===== src/rtl/asb_pkg.sv =====
// Package: shared constants and types for the three-axis sample buffer.
// Assumes the mode encoding below is fixed by the block's interface.
package asb_pkg;

    localparam int AXIS_W = 10;
    localparam int NUM_AXES = 3;
    localparam int WORD_W = AXIS_W * NUM_AXES;

    typedef enum logic [1:0] {
        MODE_BYPASS     = 2'd0,
        MODE_FIFO       = 2'd1,
        MODE_STREAM     = 2'd2,
        MODE_STOP_ON_TRIG = 2'd3
    } fill_mode_e;

endpackage


===== src/rtl/asb_store.sv =====
// Module: asb_store
// Entry storage: one write port, one asynchronous read port.
// Assumes the controller never addresses a slot at or above DEPTH.
// Contents are not reset; the read side only shows written slots.
module asb_store #(
    parameter int DEPTH  = 32,
    parameter int WORD_W = 30,
    localparam int PTR_W = (DEPTH > 1) ? $clog2(DEPTH) : 1
) (
    input  logic              clk,
    input  logic              we,
    input  logic [PTR_W-1:0]  waddr,
    input  logic [WORD_W-1:0] wdata,
    input  logic [PTR_W-1:0]  raddr,
    output logic [WORD_W-1:0] rdata
);

    logic [WORD_W-1:0] slots [DEPTH];

    // Write the selected slot on a write enable.
    always_ff @(posedge clk) begin
        if (we) begin
            slots[waddr] <= wdata;
        end
    end

    // Present the slot addressed by the read pointer.
    always_comb begin
        rdata = slots[raddr];
    end

endmodule


===== src/rtl/asb_ctrl.sv =====
// Module: asb_ctrl
// Pointer, level, overrun and trigger-latch management for all four
// fill policies. Assumes push and pop are single-cycle strobes and that
// the mode input is stable around the rising clock edge.
module asb_ctrl
    import asb_pkg::*;
#(
    parameter int DEPTH = 32,
    localparam int PTR_W = (DEPTH > 1) ? $clog2(DEPTH) : 1,
    localparam int LVL_W = $clog2(DEPTH + 1)
) (
    input  logic             clk,
    input  logic             rst_n,
    input  logic             push,
    input  logic             pop,
    input  logic [1:0]       mode,
    input  logic             trig,
    output logic             we,
    output logic [PTR_W-1:0] waddr,
    output logic [PTR_W-1:0] rd_ptr,
    output logic [LVL_W-1:0] level,
    output logic             pop_ok,
    output logic             bypass,
    output logic             overrun
);

    localparam logic [LVL_W-1:0] LVL_FULL = LVL_W'(DEPTH);
    localparam logic [LVL_W-1:0] LVL_ONE  = LVL_W'(1);
    localparam logic [PTR_W-1:0] PTR_LAST = PTR_W'(DEPTH - 1);

    fill_mode_e       mode_e;
    logic [PTR_W-1:0] wr_ptr;
    logic             trig_q;
    logic             stop_on_full;
    logic             is_full;
    logic             wr_ok;
    logic             discard;

    // Advance a pointer with wrap at the last slot.
    function automatic logic [PTR_W-1:0] ptr_next(input logic [PTR_W-1:0] p);
        return (p == PTR_LAST) ? '0 : p + PTR_W'(1);
    endfunction

    // Decode the fill policy and the per-cycle accept, drop and overwrite decisions.
    always_comb begin
        mode_e       = fill_mode_e'(mode);
        bypass       = (mode_e == MODE_BYPASS);
        stop_on_full = (mode_e == MODE_FIFO) ||
                       ((mode_e == MODE_STOP_ON_TRIG) && trig_q);
        is_full      = (level == LVL_FULL);
        pop_ok       = !bypass && pop && (level != '0);
        wr_ok        = !bypass && push && (!is_full || pop_ok);
        discard      = !bypass && push && is_full && !pop_ok && !stop_on_full;
        we           = (bypass && push) || wr_ok || discard;
        waddr        = bypass ? '0 : wr_ptr;
    end

    // Update pointers, level, overrun flag and trigger latch.
    always_ff @(posedge clk) begin
        if (!rst_n) begin
            wr_ptr  <= '0;
            rd_ptr  <= '0;
            level   <= '0;
            overrun <= 1'b0;
            trig_q  <= 1'b0;
        end else if (bypass) begin
            wr_ptr  <= '0;
            rd_ptr  <= '0;
            level   <= '0;
            overrun <= 1'b0;
            trig_q  <= 1'b0;
        end else begin
            if (wr_ok || discard) begin
                wr_ptr <= ptr_next(wr_ptr);
            end
            if (pop_ok || discard) begin
                rd_ptr <= ptr_next(rd_ptr);
            end
            case ({wr_ok, pop_ok})
                2'b10:   level <= level + LVL_ONE;
                2'b01:   level <= level - LVL_ONE;
                default: level <= level;
            endcase
            if (discard) begin
                overrun <= 1'b1;
            end else if (pop_ok) begin
                overrun <= 1'b0;
            end
            trig_q <= (mode_e == MODE_STOP_ON_TRIG) && (trig_q || trig);
        end
    end

endmodule


===== src/rtl/asb_head.sv =====
// Module: asb_head
// Head selection: the oldest stored entry when not empty, otherwise the
// triple last popped or the newest bypass sample. Assumes pop_ok is only
// asserted while the storage read port shows a valid entry.
module asb_head #(
    parameter int WORD_W = 30
) (
    input  logic              clk,
    input  logic              rst_n,
    input  logic              bypass,
    input  logic              push,
    input  logic [WORD_W-1:0] sample,
    input  logic              pop_ok,
    input  logic              empty,
    input  logic [WORD_W-1:0] rdata,
    output logic [WORD_W-1:0] head
);

    logic [WORD_W-1:0] last_q;

    // Remember the newest bypass sample or the entry being popped.
    always_ff @(posedge clk) begin
        if (!rst_n) begin
            last_q <= '0;
        end else if (bypass && push) begin
            last_q <= sample;
        end else if (pop_ok) begin
            last_q <= rdata;
        end
    end

    // Show the oldest entry, or the remembered triple when empty.
    always_comb begin
        head = empty ? last_q : rdata;
    end

endmodule


===== src/rtl/asb_flags.sv =====
// Module: asb_flags
// Level-derived flags: full, empty and watermark. Assumes level never
// exceeds DEPTH.
module asb_flags #(
    parameter int DEPTH = 32,
    localparam int LVL_W = $clog2(DEPTH + 1)
) (
    input  logic [LVL_W-1:0] level,
    input  logic             wm_en,
    input  logic [LVL_W-1:0] wm_level,
    output logic             full,
    output logic             empty,
    output logic             wm
);

    // Compare the level against its limits and the watermark.
    always_comb begin
        full  = (level == LVL_W'(DEPTH));
        empty = (level == '0);
        wm    = wm_en && (level >= wm_level);
    end

endmodule


===== src/rtl/axis_sample_buffer.sv =====
// Module: axis_sample_buffer
// Buffer for X/Y/Z sample triples with four fill policies (bypass, stop on
// full, overwrite oldest, overwrite until trigger then stop), head output of
// the oldest entry and level, full, empty, watermark and overrun flags.
// Assumes all inputs are synchronous to clk.
module axis_sample_buffer
    import asb_pkg::*;
#(
    parameter int DEPTH = 32,
    parameter int DW    = AXIS_W,
    localparam int WW    = 3 * DW,
    localparam int PTR_W = (DEPTH > 1) ? $clog2(DEPTH) : 1,
    localparam int LVL_W = $clog2(DEPTH + 1)
) (
    input  logic             clk,
    input  logic             rst_n,
    input  logic             smp_valid,
    input  logic [DW-1:0]    smp_x,
    input  logic [DW-1:0]    smp_y,
    input  logic [DW-1:0]    smp_z,
    input  logic [1:0]       mode,
    input  logic             wm_en,
    input  logic [LVL_W-1:0] wm_level,
    input  logic             trig,
    input  logic             pop,
    output logic [DW-1:0]    head_x,
    output logic [DW-1:0]    head_y,
    output logic [DW-1:0]    head_z,
    output logic             wm_flag,
    output logic             full_flag,
    output logic             empty_flag,
    output logic [LVL_W-1:0] fill_level,
    output logic             overrun
);

    logic [WW-1:0]    sample_w;
    logic [WW-1:0]    rdata_w;
    logic [WW-1:0]    head_w;
    logic             we_w;
    logic [PTR_W-1:0] waddr_w;
    logic [PTR_W-1:0] rd_ptr_w;
    logic             pop_ok_w;
    logic             bypass_w;

    // Pack the incoming triple as {z, y, x}.
    always_comb begin
        sample_w = {smp_z, smp_y, smp_x};
    end

    asb_ctrl #(.DEPTH(DEPTH)) ctrl_i (
        .clk     (clk),
        .rst_n   (rst_n),
        .push    (smp_valid),
        .pop     (pop),
        .mode    (mode),
        .trig    (trig),
        .we      (we_w),
        .waddr   (waddr_w),
        .rd_ptr  (rd_ptr_w),
        .level   (fill_level),
        .pop_ok  (pop_ok_w),
        .bypass  (bypass_w),
        .overrun (overrun)
    );

    asb_store #(.DEPTH(DEPTH), .WORD_W(WW)) store_i (
        .clk   (clk),
        .we    (we_w),
        .waddr (waddr_w),
        .wdata (sample_w),
        .raddr (rd_ptr_w),
        .rdata (rdata_w)
    );

    asb_flags #(.DEPTH(DEPTH)) flags_i (
        .level    (fill_level),
        .wm_en    (wm_en),
        .wm_level (wm_level),
        .full     (full_flag),
        .empty    (empty_flag),
        .wm       (wm_flag)
    );

    asb_head #(.WORD_W(WW)) head_i (
        .clk    (clk),
        .rst_n  (rst_n),
        .bypass (bypass_w),
        .push   (smp_valid),
        .sample (sample_w),
        .pop_ok (pop_ok_w),
        .empty  (empty_flag),
        .rdata  (rdata_w),
        .head   (head_w)
    );

    // Unpack the head triple onto the per-axis outputs.
    always_comb begin
        head_x = head_w[DW-1:0];
        head_y = head_w[2*DW-1:DW];
        head_z = head_w[3*DW-1:2*DW];
    end

endmodule


===== config.mk =====
export PLATFORM = sky130hd
export DESIGN_NAME = axis_sample_buffer
export DESIGN_NICKNAME = d
export VERILOG_FILES = /design/src/rtl/asb_pkg.sv /design/src/rtl/asb_store.sv /design/src/rtl/asb_ctrl.sv /design/src/rtl/asb_head.sv /design/src/rtl/asb_flags.sv /design/src/rtl/axis_sample_buffer.sv
export SDC_FILE = /design/constraint.sdc
export NUM_CORES = 1
export LEC_CHECK = 0
export ABC_CLOCK_PERIOD_IN_PS = 7700
export BUFFER_PORTS_ARGS = -buffer_cell sky130_fd_sc_hd__buf_2
export CORE_MARGIN = 5
export CORE_UTILIZATION = 45
export DETAILED_ROUTE_END_ITERATION = 10
export HOLD_SLACK_MARGIN = 0.03
export PLACE_DENSITY = 0.59
export SYNTH_ARGS = -nofsm -noshare
export SYNTH_HDL_FRONTEND = slang
export SYNTH_HIERARCHICAL = 1
export SYNTH_SLANG_ARGS = --single-unit
export TNS_END_PERCENT = 10

===== constraint.sdc =====
create_clock -name clk -period 7.7 [get_ports clk]
set_clock_uncertainty 0.2 [all_clocks]
set_input_delay 0.77 -clock clk [delete_from_list [all_inputs] [get_ports clk]]
set_output_delay 0.77 -clock clk [all_outputs]
set_load 0.02 [all_outputs]

======== Yosys cells after proc, flatten, opt, wreduce, memory -nomap -nowiden ========
Memories as Yosys holds them, arrays and structs flattened. A register that Yosys moved wholly into a read port is not among the register bits.
Index checks and enable logic that the tools add are counted.
operators by class
  reductions and logical operators ........ 29
  add/sub/neg operators ................... 4
  mux-type cells .......................... 13
  $mul .................................... 0
  bitwise logic cells ..................... 1
  eq/ne operators ......................... 7
  shift-type cells ........................ 0
  divide/modulo/power cells ............... 0
  order comparisons ....................... 1
operators by type and width
  operator                                                               number
  30-bit 2-to-1 mux                                                      3
  5-bit 2-to-1 mux                                                       5
  6-bit case mux with 2 select lines                                     1
  1-bit logical AND                                                      11
  5-bit by 1-bit adder with 5-bit output, second input constant          2
  5-bit equality test, second input constant                             2
  1-bit logical OR                                                       7
  6-bit by 1-bit adder with 6-bit output, second input constant          1
  6-bit equality test, second input constant                             1
  6-bit greater-or-equal comparator                                      1
  6-bit logical NOT                                                      1
  2-bit nonzero test                                                     3
  6-bit nonzero test                                                     1
  6-bit by 1-bit subtractor with 6-bit output, second input constant     1
  2-bit by 1-bit equality test with 1-bit output, second input constant  2
  2-bit equality test, second input constant                             2
  1-bit logical NOT                                                      4
  1-bit 2-to-1 mux                                                       4
  2-bit logical NOT                                                      1
  2-bit OR reduction                                                     1
  1-bit inverter                                                         1
storage, ports and cells
  logic and storage cells ................. 62
  bits in latches ......................... 0
  output and inout port bits .............. 40
  flip-flop bits (word level) ............. 48
  memory bits (read-only) ................. 0
  memories ................................ 1
  bits in writable memories ............... 960
  bits of input ports ..................... 44
memory list
  memory         words  width  rd ports  clocked after Yosys merged registers in  write ports  line             text
  store_i.slots  32     30     1         1                                        1            asb_store.sv:18  logic [WORD_W-1:0] slots [DEPTH];

======== Logic depth before layout (Yosys ltp) ========
Gate-level depths: netlist (run 1).
  depth in word-level cells ............... 10
  depth in mapped cells ................... 10
  depth with buffers taken out ............ 9

======== By module ========
Netlist (run 1), hierarchy kept.
modules (own cells, without submodules)
  module     instances  area each (µm²)  sequential area each (µm²)  cells each
  asb_store  1          37458.4          28827.6                     2092
  asb_head   1          2018.2           600.6                       169
  asb_ctrl   1          1148.6           360.3                       143
  asb_flags  1          171.4            0.0                         25

======== Worst setup path before layout (run 1) ========
Ideal clock, no wire load.
  path type ............................... reg-to-reg
  from .................................... register ctrl_i.level[2]
  to ...................................... memory store_i.slots[28][0] (enable)
  slack ................................... 3.581 ns
  library setup time ...................... 0.417 ns
  data required time ...................... 7.083 ns
  arrival time ............................ 3.502 ns
  period minus slack after synthesis ...... 4.119 ns
  buffers on the path ..................... 2
  stages on the path, launching flop included .. 9
  cells stage by stage .................... dfxtp_1 -> buf_6 -> or4_4 -> nor2_1 -> a2bb2oi_2 -> nand2_1 -> or3b_2 -> clkbuf_1 -> nor2_1
between the ends
  longest elaborated chain between the ends .. 8
  elaborated cells between the ends (all ways) .. 14
  classes of those cells .................. eq/ne: 1; mux: 2; reduce/logical: 11
ends and longest elaborated chain
  element                                                           line                            text
  start: declaration                                                asb_ctrl.sv:21                  output logic [LVL_W-1:0] level,
  start signal: assignment                                          asb_ctrl.sv:80                  2'b10: level <= level + LVL_ONE;
  start signal: assignment                                          asb_ctrl.sv:81                  2'b01: level <= level - LVL_ONE;
  start signal: assignment                                          asb_ctrl.sv:82                  default: level <= level;
  6-bit equality test / 6-bit nonzero test (equally long branches)  asb_ctrl.sv:50, asb_ctrl.sv:51
  1-bit logical NOT / 1-bit logical AND (equally long branches)     asb_ctrl.sv:52, asb_ctrl.sv:51
  1-bit logical OR / 1-bit logical NOT (equally long branches)      asb_ctrl.sv:52, asb_ctrl.sv:53
  1-bit logical AND (on tied branches)                              asb_ctrl.sv:52, asb_ctrl.sv:53
  1-bit logical OR / 1-bit logical AND (equally long branches)      asb_ctrl.sv:54, asb_ctrl.sv:53
  1-bit logical OR (*)                                              asb_ctrl.sv:54                  we = (bypass && push) || wr_ok || discard;
  via we_w                                                          axis_sample_buffer.sv:39        logic we_w;
  1-bit 2-to-1 mux (*)                                              asb_store.sv:22                 if (we) begin
  1-bit 2-to-1 mux (not written as such) (*)                        asb_store.sv:23                 slots[waddr] <= wdata;
  end: declaration                                                  asb_store.sv:18
The timed path passes the listed nets; every way through them passes the cells marked *.

==> results.md, run 1 <==
* Final setup viols at 0
* Hold_buf cts at 0
* Area contributors post-synth: edfxtp_1 71%, mux2i_1 12%, dfxtp_1 2.4%
* Clk_lat worst skew at 0.66 ns
* Ys flop type: edfxtp_1
* Clock transition at path regs at 0.06 ns
* First-pass detailed-route iteration total at 6
* Post-synth top cells: 960 x edfxtp_1, 482 x mux2i_1, 108 x a21oi_1, 107 x nand2_1, 103 x nand3_1
* Peak supply drop at 190 uV
* Worst endpoint data arrival time at 4.41 ns
* Critical path's top delay family: buffers and inverters
* Core outline area at 0.0900 mm^2
* Largest net degree at the start of global routing at 114
* Pins Over Slew Limit at 0
* GR Util All Layers at 0.211
* Slowest CP cell: dfxtp_4
* Critical path fanouts, max at 50
* Seq/Total Area, Yosys at 0.730
* Die Wd at 311 um
* CTS Buf Count at 104
* DRC viols at 0
* Initial antenna violation count at 11
* Port Buf Inserts at 83
* Initial Utilization at 0.453
* Post-DP HPWL at 59.7 mm
* First-pass GRT wire length at 151 mm
* Worst hold path type: in2reg
* Syn Area/Cell at 16.8 um^2
* Clk sinks at 1,008
* Final WS setup at 2.32 ns
* Post-synthesis cell count at 2,429
* Critical Path Max Stage Delay at 0.94 ns
* Routed length per instance at 28.0 um
* Fin Hold WS at 0.201 ns
* Slew margin rel. at 0.122
* Minimum clock period at 5.38 ns
* Drt initial violations at 2,190
* H-tree levels at 3
* Crit. End Element: output pin
* Vias per cell at 5.86
* Post-Place Worst Slack at 2.65 ns
* Total gr overflow at 0
* Fraction of registers with async set/reset at 0
* Kind of critical path: reg2out
* CTS tree: done
* Post-CTS sizing at 0
* Leakage power at 14.4 nW
* Status: finished clean
* Clock Tree Buf Depth at 3
* Synthesis Warnings at 6
* Final ANT Viol Nets at 0
* Vias in the first global route at 21,700
* Synth top area share at 0.707
* Cell Area, Synth at 0.0408 mm^2
* GPL Wtd Cong at 0.825
* Routed vias at 22,100
* Worst Max-Slew Pin Slew at 1.31 ns
* Max-cap viol count at 0
* Final period util at 0.699
* Die ar. at 0.0968 mm^2
* TNS Setup at 0 ns
* Cell Rows at 110
* Count of buffer and inverter cells on the critical path at 3
* Area growth from synthesis to layout at 11.8%
* Fmax achieved at 0.186 GHz
* CP cell instances: buf_12 > buf_4 > mux2i_1 > a22o_1 > nor3_1 > a31oi_1 > nand3_1 > mux2_2 > buf_2
* Share of cells above drive strength 1 at 0.138
* Post-synth top area cell: edfxtp_1
* Pwr per Cell Area at 263 mW/mm^2
* Total wire length at 106 mm
* Syn nets at 2,484
* Fin nets at 2,556
* Top Ports at 84
* Synthesized flop and latch total at 1,008
* CTS root buf: clkbuf_16
* Post-synth EDFFs at 960
* Count leader, synth: edfxtp_1
* Hold Vio Cnt, Final at 0
* Count of cell types in the netlist at 57
* Die Span Y at 311 um
* CP required at 6.73 ns
* Post-CTS setup buffer count at 0
* RSZ-0062 raised after global routing: false
* Startpoint types: register
## layout make-up
cell class	instances	area [um^2]
antenna	4	10.0
clock buffer	158	3020
clock inverter	34	292
fill	7398	44400
inverter	9	33.8
multi-input combinational	1271	10300
sequential	1008	29800
tap	1176	1470
timing repair buffer	107	671
## kinds of logic after synthesis
family	after synthesis	share of synthesized area
multiplexers	542	0.138
flip-flops	1008	0.730
XOR/XNOR	2	0.000429
adder cells (fa/ha/maj)	11	0.00337
AO/OA/AOI/OAI	352	0.0610
buffers and inverters	150	0.0235
AND/OR/NAND/NOR	364	0.0440
## path summary, 6_finish.rpt
kind                         start                  end  slack, ns  cells past startpoint
setup / recovery  ctrl_i/rd_ptr[0]            head_z[9]       2.32                      9
hold / removal                trig        ctrl_i/trig_q       0.20                      2
setup reg to reg   ctrl_i/level[2]  store_i/slots[6][4]       3.51                      6
hold reg to reg   ctrl_i/wr_ptr[4]     ctrl_i/wr_ptr[4]       0.30                      2
## stage by stage
stage                      util  instance area (um^2)  instances  power [W]
final                     0.507                 45600       3767     0.0120
after global routing      0.507                 45600       3763     0.0124
after CTS                 0.507                 45600       3763     0.0121
after detailed placement  0.470                 42300       3571    0.00725
after global placement    0.470                 42300       3571    0.00723
after floorplan               -                 40800       2429    0.00688
## power breakdown
group	total [W]	leakage [nW]	internal, W	switching, W
clock	0.00485	1.61	0.00286	0.00199
combinational	0.00105	3.73	0.000394	0.000655
sequential	0.00608	9.04	0.00604	0.0000365
## layer usage
layer	vias to the layer above	GRT usage	routed length, um
met5	-	0	10
met2	700	0.354	51800
met4	2	0.0730	3920
met3	169	0.0353	6430
met1	11400	0.281	43400
li1	9755	-	-
## cells in the final DEF, fill, tap and decap left out, types with 33 or more instances in the layout
cell type / Yosys / routed
edfxtp_1: 960 / 960
mux2i_1: 482 / 482
clkbuf_16: 0 / 108
a21oi_1: 108 / 108
nand2_1: 107 / 107
nand3_1: 103 / 103
a22oi_1: 90 / 90
buf_2: 33 / 83
a22o_1: 60 / 60
dfxtp_1: 48 / 47
clkbuf_1: 46 / 37
nor2_4: 0 / 36
nand3b_1: 35 / 35
a31oi_1: 34 / 34
nor3_1: 33 / 33
## registers in the layout (all words and copies together) (netlist names)
name / count
ctrl_i/trig_q: 1
ctrl_i/wr_ptr: 5
ctrl_i/rd_ptr: 5
ctrl_i/overrun: 1
store_i/slots: 960
ctrl_i/level: 6
head_i/last_q: 30
## worst register-to-register path, cell delays in order (launching register included)
cell,delay (ns)
dfxtp_1,0.43
or4_4,0.63
nor2_1,0.25
a2bb2oi_2,0.17
nand2_1,0.20
nand3b_1,0.74
nor2_4,1.15
Power figures use the tool's default switching activity.
==> run 2, diff against run 1 <==
- ABC_CLOCK_PERIOD_IN_PS: 7700 -> 4600
- PLACE_DENSITY: 0.59 -> 0.62
- clock period: 7.7 -> 4.6 ns (I/O delays scaled with it)
==> run 2 against run 1 <==
  * Routed wire length grew 0.53%
  * Worst hold slack worse by 0.084 ns
  * Sequential power grew 68%
  * Power rose by 65%
  * Cell count is 1.6% higher
  * Sequential share of layout area is 1.1 points lower
  * Die area is the same
  * Final area increased by 1.7%
  * Combinational power up 62%
  * Critical path depth is the same
  * Count of clock-buffer cells in the layout shrank 45
==> results.md, run 2 (synthesized netlist as in run 1, its figures left out) <==
* Status: finished clean
* Launch point of the worst path: ctrl_i/rd_ptr[0]
* Tot Pwr at 0.0197 W (+65%)
* Clock Tree Buf Depth at 3 (unchanged)
* Die Span Y at 311 um (unchanged)
* Worst Max-Slew Pin Slew at 1.12 ns (-0.193 ns)
* Minimum clock period at 4.41 ns
* GR Util All Layers at 0.213 (+0.00190)
* Drt initial violations at 2,171 (-0.87%)
* Pins Over Slew Limit at 0 (unchanged)
* Fin Hold WS at 0.117 ns (-0.0837 ns)
* TNS Setup at 0 ns (unchanged)
* M3 GR Usage at 0.0357 (+0.000400)
* Total wire length at 106 mm (+0.53%)
* Worst endpoint data arrival time at 3.75 ns (-0.66 ns)
* Number of stages on the worst setup path at 9 (unchanged)
* Final ANT Viol Nets at 0 (unchanged)
* Slew margin rel. at 0.253 (+0.131)
* R2r startpoint: ctrl_i/level[2]
* CP required at 3.94 ns (-2.79 ns)
* Antenna cell count at 0 (-4)
* Reg2Reg Depth at 7 (+1)
* Met2 Track Usage GR at 0.349 (-0.00538)
* GPL Wtd Cong at 0.799 (-3.1%)
* Max-cap viol count at 0 (unchanged)
* Clk_lat worst skew at 0.66 ns (about the same)
* H-tree levels at 3 (unchanged)
* CTS root buf: clkbuf_16
* Final period util at 0.960
* Routed length per instance at 27.7 um (-1.1%)
* DRC viols at 0 (unchanged)
* Total gr overflow at 0 (unchanged)
* Hold_buf cts at 2 (+2)
* RSZ-0062 raised after global routing: false
* Critical Path Max Stage Delay at 0.92 ns (-0.02 ns)
* Gr busiest metal: met2
* First-pass GRT wire length at 153 mm (+1.2%)
* Port Buf Inserts at 83 (unchanged)
* Clock transition at path regs at 0.06 ns (about the same)
* Highest-count cells in the layout ignoring fill and taps: 960 x edfxtp_1, 482 x mux2i_1, 108 x a21oi_1, 107 x nand2_1, 103 x nand3_1
* Largest net degree at the start of global routing at 87 (-24%)
* Final setup viols at 0 (unchanged)
* WHS Path Cells at 1 (-1)
* Max reg flops at 960 (unchanged)
* Count of buffer and inverter cells on the critical path at 3 (unchanged)
* R2R Setup Slk at 0.88 ns (-2.63 ns)
* Cell Rows at 110 (unchanged)
* Worst hold path type: in2reg
* Startpoint types: register
* Routed vias at 22,600 (+2.4%)
* CP cell instances: buf_12 > buf_12 > mux2i_1 > a22o_1 > nor3_1 > a31oi_1 > nand3_1 > mux2_2 > buf_2
* Area growth from synthesis to layout at 13.7%
* CP most frequent cell: buf_12
* Leakage power at 14.8 nW (+2.9%)
* Post-CTS setup buffer count at 0 (unchanged)
* CTS Buf Count at 98 (-5.8%)
* Share of cells above drive strength 1 at 0.168 (+0.0294)
* Vias per cell at 5.90 (+0.79%)
* Die Wd at 311 um (unchanged)
* Vias in the first global route at 22,700 (+4.6%)
* Critical path destination: head_y[0]
* Fin nets at 2,625 (+2.7%)
* Fmax achieved at 0.227 GHz
* Slowest CP cell: dfxtp_4
* Initial Utilization at 0.453 (unchanged)
* Kind of critical path: reg2out
* GRT met1 Usage at 0.294 (+0.0129)
* Clk sinks at 1,008 (unchanged)
* CTS tree: done
* Critical path's top delay family: flip-flops
* Top flop regs: store_i/slots x960, head_i/last_q x30, ctrl_i/level x6
* Pwr per Cell Area at 425 mW/mm^2 (+62%)
* Post-Place Worst Slack at 0.872 ns (-1.78 ns)
* FF-to-FF End: store_i/slots[20][3]
* Critical path fanouts, max at 45 (-10%)
* Die ar. at 0.0968 mm^2 (unchanged)
* Top Ports at 84 (unchanged)
* First-pass detailed-route iteration total at 5 (-1)
* Commonest non-fill, non-tap cell in the layout: edfxtp_1
* Crit. End Element: output pin
* Core outline area at 0.0900 mm^2 (unchanged)
* Peak supply drop at 263 uV (+38%)
* Biggest register: store_i/slots
* Hold Vio Cnt, Final at 0 (unchanged)
* Utilization after layout at 0.515 (+0.00849)
* Post-CTS sizing at 0 (unchanged)
* Final WS setup at 0.186 ns (-2.13 ns)
* Post-DP HPWL at 60.8 mm (+1.8%)
* Initial antenna violation count at 4 (-7)
-- run 2: changes by cell type in the layout (fill, tap and decap cells not counted), moves of 8 or more --
cell | before | now
buf_12 | 6 | 34
buf_4 | 18 | 63
clkinvlp_4 | 0 | 8
clkbuf_16 | 108 | 100
clkinv_2 | 8 | 24
clkbuf_1 | 37 | 13
clkbuf_8 | 13 | 0
-- run 2: worst min-delay path by stage --
stage,from,to,slack [ns]
3_5_place_dp,ctrl_i/wr_ptr[4],ctrl_i/wr_ptr[4],0.27
3_3_place_gp,ctrl_i/wr_ptr[4],ctrl_i/wr_ptr[4],0.27
4_1_cts,smp_x[7],store_i/slots[30][7],0.08
2_1_floorplan,ctrl_i/wr_ptr[4],ctrl_i/wr_ptr[4],0.24
6_report,smp_x[7],store_i/slots[25][7],0.12
5_1_grt,smp_y[6],store_i/slots[21][16],0.12
-- run 2: layout make-up --
cell class / count / area, um^2
Multi-Input combinational cell: 1271 / 10300
Tap cell: 1176 / 1470
Timing Repair Buffer: 182 / 1590
Clock buffer: 113 / 2550
Clock inverter: 70 / 617
Fill cell: 7226 / 43600
Sequential cell: 1008 / 29800
Inverter: 9 / 33.8
-- run 2: power by group --
part / total [W] / switching, W / leakage, nW / internal [W]
registers: 0.0102 / 0.0000591 / 9.04 / 0.0101
clock network: 0.00787 / 0.00342 / 1.54 / 0.00445
logic: 0.00170 / 0.00101 / 4.21 / 0.000683
total: 0.0197 / 0.00449 / 14.8 / 0.0152
-- run 2: routing by layer --
layer | wire, um | part of all wire
met5 | 98 | 0.00092
met2 | 50800 | 0.48
met1 | 45100 | 0.42
met3 | 7210 | 0.068
met4 | 2970 | 0.028
-- run 2: through the flow --
step	instances	instance area (um^2)
3_3_place_gp	3644	43200
5_1_grt	3829	46400
6_report	3829	46400
2_1_floorplan	2429	40800
4_1_cts	3829	46400
3_5_place_dp	3644	43200
==> run 3, diff against run 2 <==
--- a/config.mk
+++ b/config.mk
@@ -12,5 +12,5 @@
 export DETAILED_ROUTE_END_ITERATION = 10
 export HOLD_SLACK_MARGIN = 0.03
-export PLACE_DENSITY = 0.62
+export SETUP_SLACK_MARGIN = 0.5
 export SYNTH_ARGS = -nofsm -noshare
 export SYNTH_HDL_FRONTEND = slang
==> constraint.sdc (replaced) <==
create_clock -name clk -period 4.6 [get_ports clk]
set_clock_uncertainty 0.2 [all_clocks]
set_input_delay 1.15 -clock clk [delete_from_list [all_inputs] [get_ports clk]]
set_output_delay 1.15 -clock clk [all_outputs]
set_load 0.02 [all_outputs]
==> run 3 against run 2 <==
  * Fmax increased by 2.8%
  * First-iteration DRC count is 15% higher
  * Flip-flop and latch count unchanged
  * Clock power increased by 4.8%
  * Critical endpoint is now head_y[6]
  * Global-route usage is 1.8 points higher
  * Non-clock buffer count grew 118
  * Cell count increased by 3.2%
  * Sequential share of layout area is 2.7 points lower
  * Final area grew 4.5%
==> results.md, run 3 (synthesized netlist as in run 1, its figures left out) <==
* Top flop regs: store_i/slots x960, head_i/last_q x30, ctrl_i/level x6
* Slew margin rel. at 0.461 (+0.207)
* Share of cells above drive strength 1 at 0.211 (+0.0429)
* Crit. End Element: output pin
* Cell Rows at 110 (unchanged)
* DRC viols at 0 (unchanged)
* Biggest register: store_i/slots
* Clk sinks at 1,008 (unchanged)
* Port Buf Inserts at 83 (unchanged)
* Pins Over Slew Limit at 0 (unchanged)
* Fmax achieved at 0.233 GHz (+2.8%)
* Worst endpoint data arrival time at 2.94 ns (-0.81 ns)
* Final ANT Viol Nets at 0 (unchanged)
* GPL Wtd Cong at 0.791 (-1.0%)
* Worst hold path type: reg2reg
* CTS root buf: clkbuf_16
* Routed vias at 23,700 (+4.7%)
* Commonest non-fill, non-tap cell in the layout: edfxtp_1
* Core outline area at 0.0900 mm^2 (unchanged)
* Total gr overflow at 0 (unchanged)
* First-pass detailed-route iteration total at 5 (unchanged)
* Hold Vio Cnt, Final at 0 (unchanged)
* CTS tree: done
* TNS Setup at 0 ns (unchanged)
* Peak supply drop at 378 uV (+44%)
* Leakage power at 15.9 nW (+7.7%)
* Tot Pwr at 0.0204 W (+3.6%)
* Post-DP HPWL at 62.1 mm (+2.3%)
* CTS Buf Count at 101 (+3.1%)
* Initial antenna violation count at 1 (-3)
* Vias per cell at 5.99 (+1.5%)
* Critical Path Max Stage Delay at 0.38 ns (-0.54 ns)
* Final WS setup at 0.307 ns (+0.121 ns)
* Max reg flops at 960 (unchanged)
* Worst Max-Slew Pin Slew at 0.809 ns (-0.311 ns)
* Hold_buf cts at 0 (-2)
* Minimum clock period at 4.29 ns (-0.121 ns)
* Startpoint types: register
* Final period util at 0.933 (-0.0264)
* RSZ-0062 raised after global routing: true
* Cell Area, Placed at 0.0433 mm^2 (+0.25%)
* Fillers at 7,047 (-2.5%)
* Fin area at 0.0485 mm^2 (+4.5%)
* First-pass GRT wire length at 166 mm (+8.1%)
* Drt initial violations at 2,507 (+15%)
* Die ar. at 0.0968 mm^2 (unchanged)
* CP most frequent cell: buf_12
* R2r startpoint: ctrl_i/level[2]
* Post-Place Worst Slack at 0.231 ns (-0.641 ns)
* Vias in the first global route at 23,700 (+4.4%)
* Hold_sp: ctrl_i/overrun
* GR Util All Layers at 0.231 (+0.0180)
* Seq. cell area at 0.0298 mm^2 (about the same)
* Largest net degree at the start of global routing at 40 (-54%)
* CP required at 3.25 ns (-0.69 ns)
* Clock transition at path regs at 0.06 ns (about the same)
* Routed length per instance at 29.4 um (+6.1%)
* Launch point of the worst path: ctrl_i/rd_ptr[0]
* Clock Tree Buf Depth at 3 (unchanged)
* Kind of critical path: reg2out
* Highest-count cells in the layout ignoring fill and taps: 960 x edfxtp_1, 478 x mux2i_1, 138 x buf_4, 108 x a21oi_1
* Area occupied by multi-input gates at 0.0105 mm^2 (+1.6%)
* Final setup viols at 0 (unchanged)
* Pwr per Cell Area at 422 mW/mm^2 (-0.86%)
* Die Span Y at 311 um (unchanged)
* Fin nets at 2,747 (+4.6%)
* Clk_lat worst skew at 0.67 ns (about the same)
* Critical path fanouts, max at 7 (-84%)
* Top Ports at 84 (unchanged)
* Total wire length at 116 mm (+9.5%)
* Antenna cell count at 0 (unchanged)
* H-tree levels at 3 (unchanged)
* Max-cap viol count at 0 (unchanged)
* CP cell instances: buf_8 > buf_12 > buf_12 > buf_12 > buf_16 > buf_6 > mux2i_1 > nand2_1 > a31oi_1 > nand3_1 > mux2_4 > buf_4
* Slowest CP cell: dfxtp_4
* Initial Utilization at 0.453 (unchanged)
* Die Wd at 311 um (unchanged)
* Area growth from synthesis to layout at 18.8%
* Status: finished clean
==> run 3: cell count changes in the layout (fill, tap and decap cells not counted), moves of 7 or more <==
cell	change
buf_2	-7
clkinv_2	-10
buf_4	+75
bufbuf_16	+14
buf_6	+17
mux2_2	-10
clkbuf_8	+11
buf_16	+16
clkinvlp_4	-7
mux2_4	+10
clkbuf_1	+13
==> run 3: metal layers <==
| layer | GRT usage | routed length, um |
|---|---|---|
| met5 | 0 | 0 |
| met4 | 0.0644 | 3300 |
| met3 | 0.0286 | 7390 |
| met1 | 0.312 | 47800 |
| met2 | 0.398 | 57700 |
==> run 3: timing repair <==
action,in CTS,in global routing
pin swaps,18,16
gates resized for setup,68,34
buffers inserted,58,13
gates cloned,19,5
setup endpoints to repair,30,30
==> run 3: worst max-delay path, delay by kind of cell, from the launching register on <==
| family | cells | cell delay (ns) |
|---|---|---|
| flip-flops | 1 | 0.38 |
| multiplexers | 2 | 0.51 |
| buffers and inverters | 7 | 0.95 |
| AO/OA/AOI/OAI | 1 | 0.16 |
| AND/OR/NAND/NOR | 2 | 0.28 |
==> run 3: cell type report <==
type                            count  area share
Clock buffer                      138      0.0573
Clock inverter                     50      0.0123
Inverter                            9    0.000697
Multi-Input combinational cell   1272       0.217
Sequential cell                  1008       0.615
Tap cell                         1176      0.0304
Timing Repair Buffer              300      0.0679
==> run 3: power breakdown <==
part	switching (W)	leakage (nW)	internal (W)
registers	0.0000384	9.04	0.0101
clock network	0.00344	1.64	0.00481
logic	0.00110	5.24	0.000939
==> run 3: worst paths after layout <==
path	endpoint	slack, ns	cells after the start
setup / recovery	head_y[6]	0.31	12
hold / removal	ctrl_i/overrun	0.30	2
setup reg to reg	store_i/slots[28][24]	0.98	7
hold reg to reg	ctrl_i/overrun	0.30	2
==> run 3: metrics by stage <==
step	instances	hold slack [ns]	util
after detailed placement	3670	0.284	0.481
final	3953	0.295	0.539
after floorplan	2429	0.245	-
after global placement	3670	0.265	0.481
after global routing	3953	0.328	0.539
after CTS	3935	0.293	0.534
